--- src/rtl/pm_evt_ctrl.sv ---
module pm_evt_ctrl #(
  parameter int TMR_W = 24,
  parameter int GPE_W = 4,
  parameter int GPE_BIT = 1,
  parameter logic [7:0] APM_ON = 8'hF1,
  parameter logic [7:0] APM_OFF = 8'hF0
) (
  input  logic             clk,
  input  logic             rst_n,
  input  logic             io_en,
  input  logic [15:0]      io_base,
  input  logic [15:0]      io_addr,
  input  logic             io_wr,
  input  logic             io_rd,
  input  logic [15:0]      io_wdata,
  output logic [31:0]      io_rdata,
  input  logic             tick,
  input  logic             pwrbtn,
  input  logic             rtc_evt,
  input  logic             glbl_evt,
  input  logic [GPE_W-1:0] gpe_sts,
  input  logic [GPE_W-1:0] gpe_en,
  input  logic             apm_wr,
  input  logic [7:0]       apm_data,
  input  logic             smi_on_apm,
  output logic             sci,
  output logic             smi
);
  localparam logic [15:0] WIN_MASK = 16'hFFC0;
  localparam int B_TMR = 0;
  localparam int B_GBL = 5;
  localparam int B_PWR = 8;
  localparam int B_RTC = 10;
  localparam logic [15:0] EVT_MASK = 16'((1 << B_TMR) | (1 << B_GBL) | (1 << B_PWR) | (1 << B_RTC));
  localparam logic [GPE_W-1:0] GPE_SEL = GPE_W'(1 << GPE_BIT);
  localparam logic [5:0] OFS_STS = 6'h00;
  localparam logic [5:0] OFS_EN  = 6'h02;
  localparam logic [5:0] OFS_CTL = 6'h04;
  localparam logic [5:0] OFS_TMR = 6'h08;

  logic [15:0]      sts_q, en_q, ctl_q, set_v, clr_v;
  logic [TMR_W-1:0] tmr_q;
  logic             smi_q, hit, tmr_set;
  logic [5:0]       off;

  assign hit = io_en && ((io_addr & WIN_MASK) == (io_base & WIN_MASK));
  assign off = io_addr[5:0];

  assign tmr_set = tick && (&tmr_q) && en_q[B_TMR] && !sts_q[B_TMR];

  always_comb begin
    set_v = '0;
    set_v[B_TMR] = tmr_set;
    set_v[B_GBL] = glbl_evt;
    set_v[B_PWR] = pwrbtn;
    set_v[B_RTC] = rtc_evt;
  end

  assign clr_v = (io_wr && hit && off == OFS_STS) ? io_wdata : 16'h0;

  always_ff @(posedge clk or negedge rst_n) begin
    if (!rst_n) begin
      sts_q <= '0;
      en_q  <= '0;
      ctl_q <= '0;
      tmr_q <= '0;
      smi_q <= 1'b0;
    end else begin
      sts_q <= ((sts_q & ~clr_v) | set_v) & EVT_MASK;
      tmr_q <= tmr_q + TMR_W'(tick);
      smi_q <= apm_wr && smi_on_apm;
      if (io_wr && hit && off == OFS_EN) en_q <= io_wdata;
      if (io_wr && hit && off == OFS_CTL) ctl_q <= io_wdata;
      if (apm_wr && apm_data == APM_ON) ctl_q[0] <= 1'b1;
      else if (apm_wr && apm_data == APM_OFF) ctl_q[0] <= 1'b0;
    end
  end

  always_comb begin
    io_rdata = '0;
    if (io_rd && hit) begin
      case (off)
        OFS_STS: io_rdata = {16'h0, sts_q};
        OFS_EN:  io_rdata = {16'h0, en_q};
        OFS_CTL: io_rdata = {16'h0, ctl_q};
        OFS_TMR: io_rdata = 32'(tmr_q);
        default: io_rdata = '0;
      endcase
    end
  end

  assign sci = (|(sts_q & en_q & EVT_MASK)) || (|(gpe_sts & gpe_en & GPE_SEL));
  assign smi = smi_q;
endmodule


--- config.mk ---
export PLATFORM = sky130hd
export DESIGN_NAME = pm_evt_ctrl
export DESIGN_NICKNAME = d
export VERILOG_FILES = /design/src/rtl/pm_evt_ctrl.sv
export SDC_FILE = /design/constraint.sdc
export NUM_CORES = 1
export LEC_CHECK = 0
export ABC_AREA = 1
export BUFFER_PORTS_ARGS = -buffer_cell sky130_fd_sc_hd__buf_2
export CAP_MARGIN = 20
export CORE_MARGIN = 3
export CORE_UTILIZATION = 30
export CTS_CLUSTER_DIAMETER = 100
export DETAILED_ROUTE_END_ITERATION = 16
export GPL_TIMING_DRIVEN = 0
export HOLD_SLACK_MARGIN = 0.1
export SYNTH_ARGS = -nofsm -noshare
export SYNTH_HDL_FRONTEND = slang
export SYNTH_SLANG_ARGS = --single-unit
--- constraint.sdc ---
create_clock -name clk -period 1.8 [get_ports clk]
set_clock_uncertainty 0.05 [all_clocks]
set_input_delay 0.18 -clock clk [delete_from_list [all_inputs] [get_ports clk]]
set_output_delay 0.18 -clock clk [all_outputs]
set_load 0.01 [all_outputs]
# After elaboration in Yosys (flattened, before gate mapping)
# Cells that the tools add are included.
word_totals:
  ff_bits: 61
  output_inout_bits: 34
  elab_cells: 42
op_classes:
  muxes: 6
  bitwise_logic: 5
  addsub: 1
  n_eq_ne: 6
  reduce_logical: 18
op_table:
  columns: ["cell", "n"]
  rows:
  - ["one-hot mux 24 bit (4 select lines)", 1]
  - ["2-to-1 mux 32 bit", 1]
  - ["adder 24 x 1 -> 24 bit", 1]
  - ["AND reduction 24 bit", 1]
  - ["AND 11 bit", 2]
  - ["== test 8 bit, second input constant", 2]
  - ["logical AND 1 bit", 12]
  - ["2-to-1 mux 11 bit", 1]
  - ["NOT 11 bit", 1]
  - ["OR 11 bit", 1]
  - ["== test 10 bit", 1]
  - ["== test 6 x 2 -> 1 bit, second input constant", 1]
  - ["== test 6 x 3 -> 1 bit, second input constant", 1]
  - ["== test 6 x 4 -> 1 bit, second input constant", 1]
  - ["zero test 6 bit", 1]
  - ["OR reduction 4 bit", 1]
  - ["2-to-1 mux 1 bit", 3]
  - ["nonzero test 3 bit", 1]
  - ["AND 2 bit", 1]
  - ["zero test 1 bit", 1]
  - ["logical OR 1 bit", 1]

# Longest topological paths before layout
depth:
  depth_word: 8
  depth_mapped: 11

# Worst setup path before layout
# OpenSTA, ideal clock, no wires.
synth_timing:
  path_kind: "register -> register"
  start: "register tmr_q[0]"
  end: "register tmr_q[14]"
  setup_ps: 123
  stages_incl_launch_ff: 11
  t_arrival_ps: 1493
  setup_slack_ps: 135
  synth_period_minus_slack_ps: 1665
  n_path_buf: 0
  path_cell_list: "dfrtp_1 -> ha_1 -> ha_1 -> nand3_1 -> inv_2 -> nand3_2 -> inv_2 -> nand3_1 -> nor2_2 -> nand3_1 -> xor2_1"
synth_between:
  elab_chain_cells: 1
synth_lines:
  columns: ["item", "line", "rtl"]
  rows:
  - ["start: declaration", "42", "logic [TMR_W-1:0] tmr_q;"]
  - ["start signal: assignment", "70", "tmr_q <= tmr_q + TMR_W'(tick);"]
  - ["adder 24 x 1 -> 24 bit", "70", null]
# No other way between the ends.
# A chain may end at the register's enable or synchronous reset.

# Worst setup path after layout
layout_timing:
  start: "input port io_addr[5]"
  end: "output port io_rdata[4]"
layout_between:
  elab_chain_cells: 3
layout_lines:
  columns: ["item", "line", "rtl"]
  rows:
  - ["start: declaration", "12", "input logic [15:0] io_addr,"]
  - ["== test 6 x 4 -> 1 bit (tied with other cells)", "82", "case (off)"]
  - ["one-hot mux 24 bit (4 select lines) (*)", "82", null]
  - ["2-to-1 mux 32 bit (*)", "81", "if (io_rd && hit) begin"]
  - ["end: declaration", "16", "output logic [31:0] io_rdata,"]
# Every way passes the cells marked *; elsewhere a longest branch is shown, timed or not.

==> metrics.csv <==
metric,value,unit
outcome,"complete, no violations",
portBuffers,88,
overflow,0,
drt_first_pass_iters,4,
grt_pass1_vias,3435,
place_congestion,0.858,
cts.sink_count,61,
avgRoutedWirePerCell,13.7,um
p_leak,2.73,nW
core-area,0.0112,mm^2
synth-edff-count,0,
critPathCaptureType,primary output,
cts_tree,built,
ir_drop,0.501,mV
worst_pin_slew,0.761,ns
fmax,571,MHz
synthCells,458,
synth_common_cells,"85 x nand2_1, 71 x inv_1, 65 x nor2_1",
clk_pin_slew,0.05,ns
rsz0062_at_grt,true,
fin_crit_sh,97.4,%
synth_top_area_share,43.3,%
synth-seq-cells,61,
utilization,44.8,%
avgSynthCellArea,7.69,um^2
grt_start_max_net_pins,32,
ios,109,
fp-row-count,38,
vias_per_cell,4.66,
route.detailed.drc,0,
slowest_delay,0.19,ns
dp_hpwl,7.57,mm
initial_core_util,31.5,%
fp.dieW,114,um
area_growth,42.2,%
ys_seq_area_share,43.3,%
crit_path_top_delay_cell,nor2_4,
gr-usage-all-layers,16.4,%
hold_path_class,in -> reg,
cp.required,1.57,ns
setup_viol,0,
htree_levels,3,
yosysWarnings,0,
vias,3470,
start_kind,primary input,
antenna_found_initial,0,
ys.flop_type,dfrtp_1,
final_nets,677,
ant_nets,0,
yosysUniqueCellTypes,33,
hold_viol,0,
worstSetupPathType,in -> out,
path_cells,buf_2 > nor2_4 > nand4_1 > buf_4 > nand4_1 > nand4_4 > buf_6 > nor2_1 > buf_2,
drv_cap,0,
diodes,0,
period_needed,1.75,ns
fin_area,0.00501,mm^2
wl,10.2,mm
yosysTopAreaCell,dfrtp_1,
drtIter0Drc,215,
ys_async_sr_fraction,100,%
cts_root_buf,clkbuf_16,
numCtsBuffers,9,
yosysMostFrequentCell,nand2_1,
placed_area,0.00419,mm^2
netlist_area,0.00352,mm^2
die-area,0.0131,mm^2
power_density,838,mW/mm^2
slew-limit-headroom,49.3,%
layout-drive-gt1-share,29.3,%
slew_viol_final,0,
clockBufferDepth,2,
clk-insertion-delay-late,0.33,ns
die_y,114,um
synth.top_cells.by_area,"dfrtp_1 43%, nand2_1 9.1%, inv_1 7.6%",
worstPathMaxFanout,10,
grt_pass1_wl,17.0,mm
critPathArrivalTime,1.52,ns
## through the flow
stage | total power [W] | setup slack (ns) | std cells | hold slack (ns) | setup TNS [ns]
6_report | 0.00420 | 0.0475 | 745 | 0.154 | 0
3_3_place_gp | 0.00208 | -0.159 | 693 | 0.327 | -1.75
3_5_place_dp | 0.00210 | -0.169 | 694 | 0.237 | -2.33
5_1_grt | 0.00440 | -0.0180 | 745 | 0.193 | -0.0520
2_1_floorplan | 0.00188 | 0.135 | 465 | -0.166 | 0
4_1_cts | 0.00417 | 0.00378 | 741 | 0.153 | 0
## registers in the layout (all words and copies together) (netlist names)
name   cells
en_q      16
ctl_q     16
sts_q      4
tmr_q     24
smi        1
## worst paths after layout
kind                             startpoint     endpoint  slack (ns)  depth (start not counted)
worst max-delay path             io_addr[5]  io_rdata[4]        0.05                          9
worst min-delay path            apm_data[1]     ctl_q[0]        0.15                          5
worst max register to register     tmr_q[0]    tmr_q[19]        0.13                          9
worst min register to register     en_q[11]     en_q[11]        0.43                          2
max in group asynchronous             rst_n     tmr_q[2]        0.63                          3
min in group asynchronous             rst_n      en_q[0]        0.44                          2
## layer usage
layer | wire length [um] | global-route usage (%)
met1 | 4420 | 21.3
met2 | 4940 | 27.0
met3 | 673 | 4.12
met4 | 139 | 4.67
met5 | 0 | 0
## cell type report
| class | instances | area, um^2 |
|---|---|---|
| plain buffers | 21 | 151 |
| multi-input cells | 309 | 1750 |
| inverters | 74 | 278 |
| clock inverters | 3 | 65.1 |
| flip-flops and latches | 61 | 1530 |
| repair buffers | 124 | 786 |
| fillers | 1085 | 6160 |
| clock buffers | 13 | 280 |
| well taps | 140 | 175 |
## where the power goes
part	total (W)	internal [W]	switching (W)
clock	0.00196	0.00136	0.000603
sequential	0.00163	0.00148	0.000147
combinational	0.000607	0.000281	0.000327
total	0.00420	0.00312	0.00108
## critical path: cells and delay by family
kind	cells	cell delay (ns)
buf+inv	4	0.63
simple gates	5	0.71
## cell families after synthesis
group	after synthesis	synth area share (%)
other	1	0.106
and+or+nand+nor	224	29.2
buffers and inverters	95	11.8
adders and majority gates	2	0.710
DFF	61	43.3
AOI/OAI and AO/OA	54	9.69
xor gates and xnor gates	21	5.22
## cells in the final DEF (no fill, tap or decap), types with 8 or more instances in the layout
cell	n
nand4_1	15
nor3_1	9
xor2_1	18
nor2_1	59
buf_4	20
a21oi_1	25
conb_1	8
clkbuf_16	9
dfrtp_1	61
nor2_2	9
dlygate4sd3_1	25
nand2_1	85
buf_2	94
nand3_1	24
inv_1	71
## timing repair
action	in CTS	in global routing
endpoints found under the setup margin	26	30
hold buffers	25	0
gates resized for setup	15	20
hold endpoints to repair	67	0
setup buffers	6	4
pin swaps	5	5
Note: power is estimated with default switching activity, not from simulation.
